<file path="src/rtl/mda_pkg.sv">
package mda_pkg;
  localparam int DATA_W = 64;
  localparam int BYTES  = DATA_W / 8;
  localparam int OFF_W  = $clog2(BYTES);

  localparam logic [1:0] FMT_TOP = 2'b10;
  localparam logic [5:0] FMT_MID = 6'b110110;

  localparam logic [8:0] OPF_ADDR    = 9'h018;
  localparam logic [8:0] OPF_ADDR_LE = 9'h01A;
  localparam logic [8:0] OPF_ALIGN   = 9'h048;

  typedef enum logic [2:0] {
    OP_NONE,
    OP_ADDR,
    OP_ADDR_LE,
    OP_ALIGN,
    OP_BAD
  } op_e;
endpackage

</file>
<file path="src/rtl/mda_decode.sv">
module mda_decode
  import mda_pkg::*;
(
  input  logic        in_valid,
  input  logic [31:0] instr,
  output op_e         op
);
  logic       fmt_ok;
  logic [8:0] opf;
  logic       unused_fields;

  assign fmt_ok        = (instr[31:30] == FMT_TOP) && (instr[24:19] == FMT_MID);
  assign opf           = instr[13:5];
  assign unused_fields = ^{instr[29:25], instr[18:14], instr[4:0]};

  always_comb begin
    op = OP_NONE;
    if (in_valid && fmt_ok) begin
      unique case (opf)
        OPF_ADDR:    op = OP_ADDR;
        OPF_ADDR_LE: op = OP_ADDR_LE;
        OPF_ALIGN:   op = OP_ALIGN;
        default:     op = OP_BAD;
      endcase
    end
  end
endmodule

</file>
<file path="src/rtl/mda_addr_gen.sv">
module mda_addr_gen #(
  parameter int W     = 64,
  parameter int OFF_W = 3
) (
  input  logic [W-1:0]     a,
  input  logic [W-1:0]     b,
  input  logic             little,
  output logic [W-1:0]     aligned,
  output logic [OFF_W-1:0] new_off
);
  logic [W-1:0]     sum;
  logic [OFF_W-1:0] low;

  assign sum     = a + b;
  assign low     = sum[OFF_W-1:0];
  assign aligned = {sum[W-1:OFF_W], {OFF_W{1'b0}}};
  assign new_off = little ? (~low + OFF_W'(1)) : low;
endmodule

</file>
<file path="src/rtl/mda_byte_align.sv">
module mda_byte_align #(
  parameter int BYTES = 8,
  parameter int OFF_W = 3
) (
  input  logic [BYTES*8-1:0] hi,
  input  logic [BYTES*8-1:0] lo,
  input  logic [OFF_W-1:0]   off,
  output logic [BYTES*8-1:0] res
);
  localparam int WIN = 2 * BYTES;

  logic [WIN*8-1:0] window;
  logic [7:0]       win_byte [WIN];

  assign window = {hi, lo};

  always_comb begin
    for (int k = 0; k < WIN; k++) begin
      win_byte[k] = window[(WIN-1-k)*8 +: 8];
    end
  end

  for (genvar j = 0; j < BYTES; j++) begin : g_lane
    logic [OFF_W:0] idx;
    assign idx = {1'b0, off} + (OFF_W+1)'(j);
    assign res[(BYTES-1-j)*8 +: 8] = win_byte[idx];
  end
endmodule

</file>
<file path="src/rtl/mda_align_unit.sv">
module mda_align_unit
  import mda_pkg::*;
(
  input  logic              clk,
  input  logic              rst_n,
  input  logic              in_valid,
  input  logic [31:0]       instr,
  input  logic [DATA_W-1:0] int_a,
  input  logic [DATA_W-1:0] int_b,
  input  logic [DATA_W-1:0] fp_a,
  input  logic [DATA_W-1:0] fp_b,
  output logic [DATA_W-1:0] int_res,
  output logic              int_res_valid,
  output logic [DATA_W-1:0] fp_res,
  output logic              fp_res_valid,
  output logic              illegal_op
);
  op_e              op;
  logic [OFF_W-1:0] off_q;
  logic [DATA_W-1:0] addr_aligned;
  logic [OFF_W-1:0] addr_off;
  logic [DATA_W-1:0] align_data;
  logic             is_addr;

  mda_decode u_dec (
    .in_valid (in_valid),
    .instr    (instr),
    .op       (op)
  );

  mda_addr_gen #(.W(DATA_W), .OFF_W(OFF_W)) u_addr (
    .a       (int_a),
    .b       (int_b),
    .little  (op == OP_ADDR_LE),
    .aligned (addr_aligned),
    .new_off (addr_off)
  );

  mda_byte_align #(.BYTES(BYTES), .OFF_W(OFF_W)) u_align (
    .hi  (fp_a),
    .lo  (fp_b),
    .off (off_q),
    .res (align_data)
  );

  assign is_addr = (op == OP_ADDR) || (op == OP_ADDR_LE);

  always_ff @(posedge clk) begin
    if (!rst_n) begin
      off_q         <= '0;
      int_res       <= '0;
      fp_res        <= '0;
      int_res_valid <= 1'b0;
      fp_res_valid  <= 1'b0;
      illegal_op    <= 1'b0;
    end else begin
      int_res_valid <= is_addr;
      fp_res_valid  <= (op == OP_ALIGN);
      illegal_op    <= (op == OP_BAD);
      if (is_addr) begin
        int_res <= addr_aligned;
        off_q   <= addr_off;
      end
      if (op == OP_ALIGN) fp_res <= align_data;
    end
  end

  AST_ONE_OUTCOME: assert property (@(posedge clk) disable iff (!rst_n)
    $onehot0({int_res_valid, fp_res_valid, illegal_op}));
  AST_ADDR_ALIGNED: assert property (@(posedge clk) disable iff (!rst_n)
    int_res_valid |-> (int_res[OFF_W-1:0] == '0));
  AST_OFF_HOLD: assert property (@(posedge clk) disable iff (!rst_n)
    !is_addr |=> $stable(off_q));
  AST_BAD_KEEPS_OFF: assert property (@(posedge clk) disable iff (!rst_n)
    (op == OP_BAD) |=> (illegal_op && $stable(off_q)));
  AST_IDLE_QUIET: assert property (@(posedge clk) disable iff (!rst_n)
    !in_valid |=> !(int_res_valid || fp_res_valid || illegal_op));
  AST_PULSE_ONE: assert property (@(posedge clk) disable iff (!rst_n)
    (int_res_valid && !is_addr) |=> !int_res_valid);
endmodule

</file>
<file path="config.mk">
export PLATFORM = sky130hd
export DESIGN_NAME = mda_align_unit
export DESIGN_NICKNAME = d
export VERILOG_FILES = /design/src/rtl/mda_pkg.sv /design/src/rtl/mda_decode.sv /design/src/rtl/mda_addr_gen.sv /design/src/rtl/mda_byte_align.sv /design/src/rtl/mda_align_unit.sv
export SDC_FILE = /design/constraint.sdc
export NUM_CORES = 1
export LEC_CHECK = 0
export ABC_AREA = 1
export BUFFER_PORTS_ARGS = -buffer_cell sky130_fd_sc_hd__buf_2
export CAP_MARGIN = 20
export CORE_ASPECT_RATIO = 1.4
export CORE_MARGIN = 3
export CORE_UTILIZATION = 40
export CTS_BUF_LIST = sky130_fd_sc_hd__clkbuf_8
export DETAILED_ROUTE_END_ITERATION = 12
export HOLD_SLACK_MARGIN = 0.05
export PLACE_DENSITY = 0.63
export SLEW_MARGIN = 20
export SYNTH_ARGS = -nofsm -noshare
export SYNTH_HDL_FRONTEND = slang
export SYNTH_HIERARCHICAL = 1
export SYNTH_SLANG_ARGS = --single-unit
</file>
<file path="constraint.sdc">
create_clock -name clk -period 6.2 [get_ports clk]
set_clock_uncertainty 0.2 [all_clocks]
set_input_delay 1.24 -clock clk [delete_from_list [all_inputs] [get_ports clk]]
set_output_delay 1.24 -clock clk [all_outputs]
set_load 0.05 [all_outputs]
</file>
---- Word level (Yosys, flattened, before mapping) ----
Cells that the tools add are included.
Widths: inputs -> output; s select.
storage, ports and cells
  bits in registers ....................... 131
  latch bits .............................. 0
  RAM bits ................................ 0
  ROM bits ................................ 0
  input port bits ......................... 291
  output and inout bits ................... 131
  memories kept ........................... 0
cells by class
  $add $sub $neg .......................... 9
  $mul .................................... 0
  divide/modulo/power cells ............... 0
  order comparisons ....................... 8
  eq/ne operators ......................... 9
  shifts and indexed selects .............. 0
  muxes and demuxes ....................... 27
  bitwise operators ....................... 9
  reductions and logical operators ........ 3
operators by type and width
  cell                 count
  $bmux 8 s4           8
  $mux 8               16
  $add 64x64->64       1
  $ge 5x5->1 const B   8
  $not 4->5            7
  $eq 9x5->1 const B   2
  $add 3x3->4 const B  4
  $eq 9x7->1 const B   1
  $pmux 3 s3           1
  $add 3x2->4 const B  2
  $eq 3x2->1 const B   2
  $eq 6x6->1 const B   1
  $mux 3               2
  $not 3->5            1
  $add 3x1->4 const B  1
  $add 3x1->3 const B  1
  $eq 3x1->1 const B   1
  $eq 3x3->1 const B   1
  $not 3->3            1
  $eq 2x2->1 const B   1
  $logic_and 1x1->1    2
  $logic_or 1x1->1     1

---- Depth between registers and ports, before layout ----
Gate-level depths: netlist of run 1.
  depth after elaboration ................. 6
  mapped depth ............................ 18

---- Modules after synthesis ----
Netlist of run 1, hierarchy kept.
by module, submodules not included
  module          times used  cells each  area an instance (um^2)  sequential area each (um^2)
  mda_addr_gen    1           1305        6084.6                   0.0
  mda_align_unit  1           731         5246.3                   2682.6
  mda_byte_align  1           1091        4949.7                   0.0
  mda_decode      1           35          143.9                    0.0

---- Worst setup path after synthesis of run 1 ----
OpenSTA, ideal clock, no wires.
  path kind ............................... input port to flip-flop
  start ................................... input port int_a[0]
  end ..................................... register int_res[32]
  arrival time ............................ 2.891 ns
  data required time ...................... 5.936 ns
  path slack .............................. 3.045 ns
  cell stages on the path ................. 17
  path through ............................ ha_1 > inv_1 > fa_1 > inv_1 > nand3_1 > nand2_2 > nand2_1 > nand2_2 > nand3_1 > nand2_2 > nand2_1 > nand2_1 > xor2_1 > inv_1 > nand4_1 > nand2_1 > nor2_1
between the ends
  word-level cells in the longest chain between the ends .. 1
RTL lines
  element                 RTL line              text
  start: declaration      mda_align_unit.sv:8   input logic [DATA_W-1:0] int_a,
  $add 64x64->64          mda_addr_gen.sv:14    assign sum = a + b;
  net addr_aligned[32]    mda_align_unit.sv:20  logic [DATA_W-1:0] addr_aligned;
  end signal: assignment  mda_align_unit.sv:61  int_res <= addr_aligned;
  end: declaration        mda_align_unit.sv:12  output logic [DATA_W-1:0] int_res,
The timed path passes the listed nets, and every way through them passes these cells.
A chain may end at the register's enable or synchronous reset.

---- Worst setup path in the final report of run 1 ----
  start ................................... register off_q[0]
  end ..................................... register fp_res[32]
between the ends
  word-level cells in the longest chain between the ends .. 5
RTL lines
  element                                     RTL line              text
  start: declaration                          mda_align_unit.sv:19  logic [OFF_W-1:0] off_q;
  start signal: assignment                    mda_align_unit.sv:62  off_q <= addr_off;
  $add 3x2->4                                 mda_byte_align.sv:25  assign idx = {1'b0, off} + (OFF_W+1)'(j);
  $not 4->5 (implied by the code)             mda_byte_align.sv:26  assign res[(BYTES-1-j)*8 +: 8] = win_byte[idx];
  $bmux 8 s4                                  mda_byte_align.sv:26
  $mux 8 (implied by the code) (2 in series)  mda_byte_align.sv:26
  net align_data[32]                          mda_align_unit.sv:22  logic [DATA_W-1:0] align_data;
  end signal: assignment                      mda_align_unit.sv:64  if (op == OP_ALIGN) fp_res <= align_data;
  end: declaration                            mda_align_unit.sv:14  output logic [DATA_W-1:0] fp_res,
The timed path passes the listed nets, and every way through them passes these cells. The select of a mux whose other input is x is not followed.

==> results.txt, run 1 <==
outcome: completed
GR Util All Layers: 34.7%
Post-Syn Area: 16,400 µm²
Synth cell types: 37
required time of the critical path: 6.37 ns
PwrDens: 137 nW/µm²
DRC: 0
fin crit period: 3.86 ns
top post-synthesis cells by area: nand2_1 (27%), dfxtp_1 (16%), nand3_1 (16%)
commonest cells after routing, fill and taps aside: nand2_1 (1,189), nand3_1 (519), buf_2 (405)
CTS clk-pin slew, worst paths: 0.10 ns
Hold Path Cell Cnt: 2
r2r worst-path depth: 11
die area: 43,600 µm²
CTS root buf: clkbuf_8
Yosys reg bits: 134
dominant cell type by area after synthesis: nand2_1
1st-pass router iterations: 6
commonest non-fill, non-tap cell in the layout: nand2_1
RSZ-0062 raised after global routing: false
warnings from Yosys: 6
HP Class: reg -> reg
drt total wl: 77.0 mm
clk_lat worst skew: 0.47 ns
CTS max path bufs: 2
worst-margin pin slew: 1.05 ns
WP data arrival: 4.03 ns
CTS tree: yes
post-CTS sizing: 0
global-route wire length before repair: 114 mm
Syn Inst Count: 3,162
DP Area: 18,500 µm²
Max VDD drop: 0.116 mV
hold_sp: fp_res[25]$_SDFFE_PN0N_
final setup fails: 0
syn_area_per_cell: 5.19 µm²
chip height: 246 µm
1st-iter DRT viols: 1,997
GPL Wtd Cong: 1.06
post-detail-place hpwl: 59.6 mm
Slew Viols, Final: 0
setup total negative slack: 0 ns
row cnt: 87
number of setup buffers added after CTS: 0
share of layout cells above drive strength 1: 15.9%
period utilization: 62.2%
Core ar.: 40,400 µm²
sequential fraction of the synthesis area: 16.3%
initial antenna violation count: 12
max-cap viol count: 0
Achievable Freq: 0.259 GHz
final hold violation count: 0
Leakage: 0.0111 µW
Hold Crit Endpoint: fp_res[25]$_SDFFE_PN0N_
Overflow after GRT: 0
Post-layout nets: 3,835
design area: 19,000 µm²
Via Count: 21.4k
Initial Util: 40.7%
largest net degree at the start of global routing: 102
H-tree levels: 4
post-synth top area share: 27.2%
Critical Path Start Type: register
flop2flop setup slack: 2.34 ns
# IOs: 422
worst setup path category: reg -> reg
relative slew slack: 30.2%
synth-to-layout area growth: 15.5%
Die W: 177 µm
worst r2r src: off_q[0]$_SDFFE_PN0P_
worst-path maximum fanout: 68
wire per inst: 19.1 µm
CTS Buf Count: 17
DRT antenna net count: 0
CP endpoint kind: register
input/output buffers: 406
Crit Reg-Reg Endpoint: fp_res[32]$_SDFFE_PN0N_
vias in the first global route: 20.0k
clk sinks: 134
hold_buf cts: 0
Vias/cell: 5.31
==> registers in the layout, indices dropped and copies added, names as in the netlist <==
| register | flops |
|---|---|
| fp_res | 64 |
| fp_res_valid | 1 |
| illegal_op | 1 |
| int_res | 64 |
| int_res_valid | 1 |
| off_q | 3 |
==> worst max-delay path: stages, from the launching register on <==
cell     delay, ns
dfxtp_4       0.83
inv_4         0.28
ha_2          0.37
inv_2         0.63
buf_4         0.42
nand3_1       0.21
nand3_1       0.12
nand2_1       0.08
nand2_1       0.06
nand2_1       0.22
o21ai_0       0.24
nor2_1        0.05
==> metal layers <==
metal	track usage (%)	up-vias	share of wire, %
met5	0	-	0.044
met4	23.3	6	8.3
met3	5.68	274	8.1
met2	61.7	1106	49
met1	37.4	9496	35
li1	-	10500	-
==> through the flow <==
stage / total power (µW) / setup slack [ns] / util [%] / std cells / hold slack [ns]
after global routing: 2760 / 2.16 / 46.9 / 4022 / 0.307
after global placement: 1780 / 2.02 / 45.9 / 3987 / 0.257
after detailed placement: 1780 / 1.98 / 45.9 / 3987 / 0.267
after floorplan: 1450 / 3.05 / - / 3164 / 0.295
after CTS: 2600 / 2.49 / 46.9 / 4019 / 0.286
final: 2600 / 2.34 / 47.0 / 4029 / 0.281
==> power by group <==
group          leakage (µW)  switching [µW]  internal [µW]  total (µW)
Sequential          0.00108          0.0167            859         859
Clock              0.000218             426            388         814
Combinational       0.00978             617            309         926
==> worst max path at each step <==
stage                     startpoint                  endpoint  slack (ns)  cells past startpoint
2_1_floorplan               int_a[0]  int_res[32]$_SDFFE_PN0P_        3.05                     17
3_3_place_gp               instr[10]   fp_res[47]$_SDFFE_PN0N_        2.02                     14
3_5_place_dp               instr[10]   fp_res[14]$_SDFFE_PN0N_        1.98                     14
4_1_cts                    instr[10]   fp_res[14]$_SDFFE_PN0N_        2.49                     14
5_1_grt        off_q[0]$_SDFFE_PN0P_   fp_res[32]$_SDFFE_PN0N_        2.16                     11
6_report       off_q[0]$_SDFFE_PN0P_   fp_res[32]$_SDFFE_PN0N_        2.34                     11
==> cell type report <==
class / count / area [µm²]
timing repair buffer: 426 / 2180
fill: 4677 / 21400
clock buffer: 18 / 248
antenna: 10 / 25.0
inverter: 421 / 1580
sequential: 134 / 2690
clock inverter: 14 / 180
tap: 534 / 668
multi-input combinational: 2472 / 11400
==> cells by family after synthesis <==
| logic type | Yosys count | share of synthesized area, % |
|---|---|---|
| buffers and inverters | 558 | 14.4 |
| adders and majority gates | 72 | 5.53 |
| AOI/OAI and AO/OA | 116 | 3.65 |
| and+or+nand+nor | 2248 | 58.3 |
| other | 1 | 0.0228 |
| DFF | 134 | 16.3 |
| xor gates and xnor gates | 33 | 1.76 |
==> cell usage after synthesis, drive strengths merged <==
library cell,number
dfxtp,134
nand2,1222
conb,1
xor2,31
nand4,81
buf,100
or2,3
a21oi,46
xnor2,2
nor2,394
ha,71
clkbuf,37
clkinv,2
fa,1
o21bai,3
nand3,530
nor3,16
nor4,2
inv,419
o21ai,67
Power figures use the tool's default switching activity.
==> inputs of run 2 (changes only) <==
==> constraint.sdc (replaced) <==
create_clock -name clk -period 3.95 [get_ports clk]
set_clock_uncertainty 0.2 [all_clocks]
set_input_delay 0.79 -clock clk [delete_from_list [all_inputs] [get_ports clk]]
set_output_delay 0.79 -clock clk [all_outputs]
set_load 0.05 [all_outputs]
==> run 2 against run 1 <==
Wire length rose by 2.9%; die area unchanged; register-to-register slack lost 1.4 ns; via count up 0.23%; combinational power is 58% higher; global-route usage rose by 0.64 points; worst hold slack lost 0.0041 ns; non-clock buffer count increased by 15; critical path type unchanged; largest cell class unchanged.
==> results.txt, run 2 (synthesis gave the netlist of run 1 again) <==
Worst Setup SP: off_q[1]$_SDFFE_PN0P_
period utilization: 77.0% (+15 points)
grt met3 use: 5.64% (-0.046 points)
net switching power figure: 1600 µW (+54%)
input/output buffers: 406 (unchanged)
grt met2 use: 62.1% (+0.43 points)
busiest layer in global routing: met2
worst-path maximum fanout: 32 (-53%)
row cnt: 87 (unchanged)
vias in the first global route: 19.8k (-0.69%)
Regs by FF count: fp_res x64, int_res x64, off_q x3
r2r worst-path depth: 8 (-3)
clk sinks: 134 (unchanged)
worst r2r src: off_q[1]$_SDFFE_PN0P_
global-route wire length before repair: 115 mm (+0.86%)
GR Util All Layers: 35.3% (+0.64 points)
final hold violation count: 0 (unchanged)
chip height: 246 µm (unchanged)
commonest non-fill, non-tap cell in the layout: nand2_1
outcome: completed
Sw Ratio: 40.0% (-0.077 points)
CTS Buf Count: 17 (unchanged)
Critical Path Start Type: register
CTS clk-pin slew, worst paths: 0.08 ns (-0.02 ns)
Leakage: 0.0111 µW (+0.58%)
final setup fails: 0 (unchanged)
Vias/cell: 5.30 (-0.11%)
largest net degree at the start of global routing: 78 (-24%)
Crit Reg-Reg Endpoint: fp_res[32]$_SDFFE_PN0N_
DRT antenna net count: 0 (unchanged)
H-tree levels: 4 (unchanged)
hold_buf cts: 0 (unchanged)
PwrDens: 210 nW/µm² (+53%)
Post-layout nets: 3,850 (+0.39%)
CTS max path bufs: 2 (unchanged)
fin crit period: 3.04 ns (-0.814 ns)
Overflow after GRT: 0 (unchanged)
relative slew slack: 41.4% (+11 points)
post-detail-place hpwl: 64.4 mm (+8.0%)
clock share of power: 29.8% (-1.5 points)
share of layout cells above drive strength 1: 16.2% (+0.33 points)
clk_lat worst skew: 0.49 ns (+0.02 ns)
max-cap viol count: 0 (unchanged)
sequential share of power: 33.7% (+0.6 points)
DRC: 0 (unchanged)
HP Class: reg -> reg
setup total negative slack: 0 ns (unchanged)
CTS root buf: clkbuf_8
Die W: 177 µm (unchanged)
WP data arrival: 3.22 ns (-0.81 ns)
1st-iter DRT viols: 1,728 (-13%)
RSZ-0062 raised after global routing: false
initial antenna violation count: 7 (-5)
required time of the critical path: 4.13 ns (-2.24 ns)
1st-pass router iterations: 6 (unchanged)
combinational power share: 36.5% (+0.9 points)
CP endpoint kind: register
Achievable Freq: 0.329 GHz (+27%)
flop2flop setup slack: 0.91 ns (-1.44 ns)
synth-to-layout area growth: 16.2%
Finished Layout Cells: 4,043 (+0.35%)
drt total wl: 79.2 mm (+2.9%)
worst-margin pin slew: 0.878 ns (-0.169 ns)
GPL Wtd Cong: 1.04 (-2.5%)
commonest cells after routing, fill and taps aside: nand2_1 (1,189), nand3_1 (519), buf_2 (405)
Max VDD drop: 0.190 mV (+63%)
Initial Util: 40.7% (unchanged)
number of setup buffers added after CTS: 0 (unchanged)
Via Count: 21.4k (+0.23%)
Worst setup endpoint: fp_res[32]$_SDFFE_PN0N_
Pint: 2400 µW (+54%)
dpl cells: 4,002 (+0.38%)
CTS tree: yes
wire per inst: 19.6 µm (+2.5%)
Slew Viols, Final: 0 (unchanged)
# IOs: 422 (unchanged)
Core ar.: 40,400 µm² (unchanged)
die area: 43,600 µm² (unchanged)
worst setup path category: reg -> reg
post-CTS sizing: 0 (unchanged)
met1 usage: 36.3% (-1.0 points)
[run 2: cell count changes in the layout (fill, tap and decap cells not counted), moves of 2 or more]
cell / change
clkinv_2: +4
inv_6: -5
clkinvlp_4: +2
buf_4: +12
buf_12: +3
[run 2: area by class of cell]
class / count / area [µm²]
clock buffers: 17 / 234
fillers: 4823 / 21300
clock inverters: 15 / 156
multi-input cells: 2472 / 11400
flip-flops and latches: 134 / 2690
inverters: 421 / 1580
diodes: 9 / 22.5
well taps: 534 / 668
repair buffers: 441 / 2330
[run 2: metrics by stage]
stage | setup WS (ns) | utilization, % | instance area (µm²) | hold slack, ns | power [µW]
2_1_floorplan | 1.25 | - | 16400 | 0.295 | 2280
3_3_place_gp | 0.741 | 46.2 | 18700 | 0.257 | 2810
3_5_place_dp | 0.737 | 46.2 | 18700 | 0.267 | 2820
4_1_cts | 0.990 | 47.2 | 19100 | 0.283 | 4010
5_1_grt | 0.782 | 47.2 | 19100 | 0.301 | 4260
6_report | 0.907 | 47.3 | 19100 | 0.277 | 4000
[run 2: layer usage]
metal	wire (µm)	part of all wire, %
met5	13	0.016
met2	38500	49
met3	5310	6.7
met4	8000	10
met1	27400	35
[run 2: worst min-delay path by stage]
stage | from | end | slack (ns) | depth (start not counted)
6_report | int_res[49]$_SDFFE_PN0P_ | int_res[49]$_SDFFE_PN0P_ | 0.28 | 2
5_1_grt | int_res[49]$_SDFFE_PN0P_ | int_res[49]$_SDFFE_PN0P_ | 0.30 | 2
4_1_cts | int_res[49]$_SDFFE_PN0P_ | int_res[49]$_SDFFE_PN0P_ | 0.28 | 2
3_5_place_dp | int_res[49]$_SDFFE_PN0P_ | int_res[49]$_SDFFE_PN0P_ | 0.27 | 2
3_3_place_gp | int_res[23]$_SDFFE_PN0P_ | int_res[23]$_SDFFE_PN0P_ | 0.26 | 2
2_1_floorplan | off_q[0]$_SDFFE_PN0P_ | off_q[0]$_SDFFE_PN0P_ | 0.29 | 2
[run 2: power groups by stage]
stage / clock [µW] / sequential (µW) / combinational, µW
5_1_grt: 1270 / 1350 / 1630
6_report: 1190 / 1350 / 1460
4_1_cts: 1220 / 1350 / 1440
3_3_place_gp: 0 / 1380 / 1430
2_1_floorplan: 0 / 1380 / 901
3_5_place_dp: 0 / 1380 / 1430
[run 2: worst max-delay path: stages, from the launching register on]
cell and delay (ns):
dfxtp_2 0.34, buf_4 0.25, ha_1 0.46, a21oi_2 0.57, inv_1 0.40, nand2_1 0.17, nand2_1 0.20, o21ai_0 0.25
nor2_1 0.06
